File: src/rtl/ls_addr_gen.sv
module ls_addr_gen #(
  parameter int AW    = 32,
  parameter int IMM_W = 12,
  parameter int SHW   = 5
) (
  input  logic             clk,
  input  logic             rst_n,
  input  logic             req_valid,
  input  logic [AW-1:0]    base_val,
  input  logic             base_is_pc,
  input  logic [AW-1:0]    instr_addr,
  input  logic [IMM_W-1:0] imm_off,
  input  logic [AW-1:0]    index_val,
  input  logic             use_index,
  input  logic [SHW-1:0]   index_shift,
  input  logic             offset_down,
  input  logic             pre_index,
  input  logic             wb_request,
  input  logic [1:0]       access_size,
  output logic             rsp_valid,
  output logic [AW-1:0]    eff_addr,
  output logic [AW-1:0]    wb_value,
  output logic             wb_en,
  output logic             align_fault
);

  localparam logic [AW-1:0] PC_BIAS = AW'(8);
  localparam logic [1:0] SZ_BYTE = 2'd0;
  localparam logic [1:0] SZ_HALF = 2'd1;

  logic [AW-1:0] base_eff, offset, adjusted, addr_n;
  logic          fault_n, wen_n;

  assign base_eff = base_is_pc ? instr_addr + PC_BIAS : base_val;
  assign offset   = use_index ? (index_val << index_shift) : AW'(imm_off);
  assign adjusted = offset_down ? base_eff - offset : base_eff + offset;
  assign addr_n   = pre_index ? adjusted : base_eff;

  always_comb begin
    case (access_size)
      SZ_BYTE: fault_n = 1'b0;
      SZ_HALF: fault_n = addr_n[0];
      default: fault_n = |addr_n[1:0];
    endcase
  end

  assign wen_n = (pre_index ? wb_request : 1'b1) & ~fault_n;

  always_ff @(posedge clk) begin
    if (!rst_n) begin
      rsp_valid   <= 1'b0;
      eff_addr    <= '0;
      wb_value    <= '0;
      wb_en       <= 1'b0;
      align_fault <= 1'b0;
    end else begin
      rsp_valid   <= req_valid;
      eff_addr    <= addr_n;
      wb_value    <= adjusted;
      wb_en       <= req_valid & wen_n;
      align_fault <= req_valid & fault_n;
    end
  end

  AST_LATENCY: assert property (@(posedge clk) disable iff (!rst_n)
    req_valid |=> rsp_valid);
  AST_IDLE_QUIET: assert property (@(posedge clk) disable iff (!rst_n)
    !req_valid |=> !rsp_valid && !wb_en && !align_fault);
  AST_FAULT_BLOCKS_WB: assert property (@(posedge clk) disable iff (!rst_n)
    align_fault |-> !wb_en);
  AST_POST_ADDR: assert property (@(posedge clk) disable iff (!rst_n)
    req_valid && !pre_index && !base_is_pc |=> eff_addr == $past(base_val));
  AST_BYTE_NOFAULT: assert property (@(posedge clk) disable iff (!rst_n)
    req_valid && access_size == SZ_BYTE |=> !align_fault);
  AST_PRE_NO_REQ: assert property (@(posedge clk) disable iff (!rst_n)
    req_valid && pre_index && !wb_request |=> !wb_en);

endmodule

File: config.mk
export PLATFORM = sky130hd
export DESIGN_NAME = ls_addr_gen
export DESIGN_NICKNAME = d
export VERILOG_FILES = /design/src/rtl/ls_addr_gen.sv
export SDC_FILE = /design/constraint.sdc
export NUM_CORES = 1
export LEC_CHECK = 0
export BUFFER_PORTS_ARGS = -buffer_cell sky130_fd_sc_hd__buf_2
export CORE_ASPECT_RATIO = 0.75
export CORE_MARGIN = 2
export CORE_UTILIZATION = 45
export DETAILED_ROUTE_END_ITERATION = 8
export PLACE_DENSITY = 0.69
export SLEW_MARGIN = 20
export SYNTH_ARGS = -nofsm -noshare
export SYNTH_HDL_FRONTEND = slang
export SYNTH_SLANG_ARGS = --single-unit
File: constraint.sdc
create_clock -name clk -period 7.7 [get_ports clk]
set_input_delay 0.385 -clock clk [delete_from_list [all_inputs] [get_ports clk]]
set_output_delay 0.385 -clock clk [all_outputs]
set_load 0.01 [all_outputs]
# == After elaboration in Yosys (flattened, before gate mapping) ==
# Cells that the tools add are included.
# totals
inputBits,123
register_bits,67
output_inout_bits,67
elab_cells,22
# classes
n_bitwise,4
n_mux,6
addsub,3
shifts,1
eq_ne,1
n_reduce_logical,2
# op_table
op,count
$mux W32,4
$add A32 B32 Y32,1
$add A32 B4 Y32 const B,1
$shl A32 B5 Y32,1
$sub A32 B32 Y32,1
$and A1 B1 Y1,3
$eq A2 B1 Y1 const B,1
$logic_not A2 Y1,1
$pmux W1 S2,1
$reduce_or A2 Y1,1
$mux W1,1
$not A1 Y1,1

# == Logic depth before layout (Yosys ltp) ==
# logic_depth
word_depth,10
depth_mapped,25
mapped_depth_nobuf,21

# == Worst setup path before layout ==
# No wires, ideal clock.
# synth_timing
path_type,input to register
start,input index_shift[0]
end,register wb_value[30]
setup_ps,128
arrival_time_ps,4532
path_slack_ps,3040
required_ps,7572
n_path_buf,3
stages,22
cell_sequence,buf_6 -> buf_12 -> mux2_4 -> a222oi_1 -> o2bb2ai_1 -> a2111oi_4 -> and3_1 -> and4_1 -> a21oi_1 -> xor2_1 -> ha_1 -> clkbuf_1 -> nand4_1 -> nor2_1 -> o211ai_1 -> or3_1 -> a21oi_1 -> nor3_1 -> or3_1 -> nand2_1 -> xnor2_1 -> nor2_1
# synth_via
elab_chain_cells,4
elab_cells_between_ends,5
cone_classes,2 x add/sub; 1 x shift; 2 x mux
# synth_rtl
item,line,text
start: declaration,15,"input logic [SHW-1:0] index_shift,"
$shl A32 B5 Y32 *,35,assign offset = use_index ? (index_val << index_shift) : AW'(imm_off);
$mux W32 *,35,
$add A32 B32 Y32 or $sub A32 B32 Y32 (tied branches),36,assign adjusted = offset_down ? base_eff - offset : base_eff + offset;
$mux W32 *,36,
end signal: assignment,59,wb_value <= adjusted;
end: declaration,22,"output logic [AW-1:0] wb_value,"
# Mark *: on every way between the ends. The rest lies on a longest branch, timed or not.
# A chain may end at the register's enable or synchronous reset.

# == Final worst setup path ==
# layout_timing
start,input index_shift[0]
end,register eff_addr[29]
# layout_via
elab_chain_cells,5
elab_cells_between_ends,6
cone_classes,2 x add/sub; 1 x shift; 3 x mux
# layout_rtl
item,line,text
$shl A32 B5 Y32 *,35,
$mux W32 *,35,
$add A32 B32 Y32 or $sub A32 B32 Y32 (tied branches),36,
$mux W32 *,36,
$mux W32 *,37,assign addr_n = pre_index ? adjusted : base_eff;
end signal: assignment,58,eff_addr <= addr_n;
end: declaration,21,"output logic [AW-1:0] eff_addr,"
# Marked as above.

==> summary.md <==
| Metric | Value |
|---|---|
| Status | `completed` |
| Worst Hold Class | `in2reg` |
| CTS Buf Count | `9` |
| Relative slew slack | `0.301` |
| #FFs+latches synth | `67` |
| CTS Root Cell | `clkbuf_16` |
| Clock slew at reported path FFs | `~0.060 ns` |
| Register area | `1340 um^2` |
| Vias/cell | `~5.8` |
| Yosys warning count | `0` |
| Syn avg cell area | `roughly 8 um^2` |
| Clk buf depth | `2` |
| Chip height | `~120 um` |
| Iteration count of the initial detailed-routing pass | `6` |
| Period utilisation layout | `0.722` |
| Synth-to-layout area growth | `15.6%` |
| DPL Wire Length | `18.4 mm` |
| Slowest CP cell | `a222oi_1` |
| WP buf/inv | `2` |
| Vias | `a little under 8k` |
| DR DRC count | `0` |
| Starting density of the core | `0.455` |
| VDD IR-drop max | `between 0.1 and 0.15 mV` |
| Async SR Flop Fraction | `0` |
| CP endpoint kind | `flip-flop` |
| Post-layout util | `0.526` |
| Final wirelength | `between 20 and 25 mm` |
| Setup Buffers After CTS | `0` |
| Final slew viol count | `0` |
| Max H-tree Level | `3` |
| CP Data Arrival Time | `just under 6 ns` |
| Congestion Overflow GR | `0` |
| CP Launch Type | `input port` |
| # hold bufs at CTS | `0` |
| Req. time, crit path | `approximately 8 ns` |
| Worst-Margin Slew | `about 1.0 ns` |
| Post-Synthesis Cells | `974` |
| Maximum clock frequency | `~0.18 GHz` |
| CP top delay family | `compound AO/OA/AOI/OAI gates` |
| Sequential area share after synthesis | `0.177` |
| Largest net degree at the start of global routing | `60` |
| Max-cap violation count | `0` |
| Most common cell after layout, fill and taps aside | `buf_2` |
| # IOs | `between 150 and 200` |
| Post-synth net total | `about 1.1k` |
| Antenna Violating Nets Remaining | `0` |
| Critical path, cell by cell | `buf_2 -> mux2_1 -> a222oi_1 -> o2bb2ai_1 -> a2111oi_4 -> and3_1 -> nand2_1 -> a21oi_1 -> nor2_1 -> xor2_1 -> ha_1 -> a21o_1 -> a21o_1 -> a21oi_1 -> inv_1 -> o21a_1 -> o21ai_0 -> a21oi_1 -> or3_1 -> a31oi_1 -> nor2_1` |
| Most frequent cells in the layout | `buf_2, nor2_1, a21oi_1` |
| Most common cell type on the critical path | `a21oi_1` |
| CTS tree | `done` |
| Area of the multi-input gates | `5780 um^2` |
| Num rows | `about 40` |
| Initial antenna violation count | `0` |
| PortBufs | `between 150 and 200` |
| Cell variety after synth | `84` |
| Critical path type | `in2reg` |
| Post-synth EDFFs | `0` |
| Die width | `154 um` |
| Post-CTS Resized | `0` |
| Number of global-route vias before repair | `~6.9k` |
| Total GRT Usage | `0.248` |
| Cell Area, Synth | `between 7000 and 8000 um^2` |
| Top FF cell, synth | `dfxtp_1` |
| Starting DRT DRC Count | `552` |
| CP max stage delay | `~0.74 ns` |
| First-pass GRT wire length | `35.7 mm` |
| Core Footprint | `around 17000 um^2` |
| Post-layout min period | `between 5 and 6 ns` |
| RD Place Congestion | `0.927` |
| Fraction of layout cells with a size suffix above 1 | `0.238` |
| Die area | `between 15000 and 20000 um^2` |
| Final Worst Setup Slack | `between 2 and 2.5 ns` |
| Antenna diodes | `0` |
| Crit Path Max Fanout | `23` |
| Setup violators final | `0` |
| Clock Sinks | `67` |
| Routed WL per cell | `17.1 um` |
| RSZ-0062 raised after global routing | `no` |
| Fillers | `approximately 1.6k` |
| PwrDens | `between 150 and 200 nW/um^2` |
| Fin. Hold Viols | `0` |
| P_leak | `3.88 nW` |
| Final #Nets | `about 1.3k` |
| Pre-CTS setup slack | `1.93 ns` |
| Final TNS setup | `0 ns` |
[where the power goes]
group / switching (W) / internal [W] / total (W)
clock: 0.000149 / 0.000257 / 0.000407
combinational: 0.000485 / 0.000350 / 0.000835
sequential: 0.0000224 / 0.000423 / 0.000446
total: 0.000657 / 0.00103 / 0.00169
[Yosys cell counts, types with 5 or more instances]
library cell / number / share of area
o21ai_0: 37 / 0.024
xor2_1: 39 / 0.045
and3_1: 11 / 0.0091
mux2i_1: 48 / 0.063
ha_1: 39 / 0.064
a21o_1: 12 / 0.012
a22oi_1: 6 / 0.0059
o211ai_1: 7 / 0.0069
nor3_1: 16 / 0.011
o21a_1: 8 / 0.0079
xnor2_1: 45 / 0.052
a21oi_1: 87 / 0.057
o31ai_1: 6 / 0.0059
mux2_2: 18 / 0.027
nor2b_1: 8 / 0.0066
nand2_1: 56 / 0.028
and2_1: 33 / 0.027
a211oi_1: 9 / 0.0089
inv_1: 24 / 0.012
a31oi_1: 9 / 0.0074
nand2b_1: 12 / 0.0099
mux2_1: 5 / 0.0074
dfxtp_1: 67 / 0.18
buf_1: 9 / 0.0045
nand4_1: 11 / 0.0091
nand3_1: 31 / 0.020
clkbuf_1: 25 / 0.012
clkbuf_8: 9 / 0.016
mux2_4: 8 / 0.016
nor2_1: 154 / 0.076
mux4_2: 13 / 0.039
a221oi_1: 6 / 0.0069
or3_1: 7 / 0.0058
o22ai_1: 13 / 0.011
[worst paths after layout]
kind / startpoint / end / slack (ns) / cells past startpoint
setup / recovery: index_shift[0] / eff_addr[29] / 2.14 / 21
hold / removal: req_valid / rsp_valid / 0.29 / 2
[state kept, by name, summed over array words and instances, names as in the netlist]
name	count
wb_value	32
rsp_valid	1
wb_en	1
eff_addr	32
align_fault	1
[layer usage]
metal,track usage,vias up,part of all wire
met4,0.0598,0,0.017
met1,0.358,3564,0.48
met2,0.385,310,0.43
met3,0.0445,37,0.069
li1,-,3819,-
met5,0,-,0
[cells by family (layout without fill, tap and decap cells)]
kind of cell | count (synthesis) | after routing | share of synthesized area
xor+xnor | 84 | 84 | 0.0970
compound gates | 241 | 241 | 0.207
fa+ha+maj | 40 | 40 | 0.0670
simple gates | 366 | 366 | 0.236
flops | 67 | 67 | 0.177
mux | 93 | 93 | 0.155
buf+inv | 83 | 237 | 0.0609
[stage by stage]
step                      hold slack [ns]  total power (W)  std cells  instance area (um^2)
after floorplan                     0.536          0.00103        974                  7580
after global placement              0.626          0.00127       1328                  8470
after detailed placement            0.628          0.00127       1328                  8470
after CTS                           0.285          0.00169       1343                  8770
after global routing                0.316          0.00180       1343                  8770
final                               0.288          0.00169       1343                  8770
[area by class of cell]
class | count | share of cell area
Clock buffer | 11 | 0.0277
Clock inverter | 4 | 0.00585
Inverter | 29 | 0.0124
Multi-Input combinational cell | 824 | 0.659
Sequential cell | 67 | 0.153
Tap cell | 215 | 0.0307
Timing Repair Buffer | 193 | 0.111
Power figures use the tool's default switching activity.
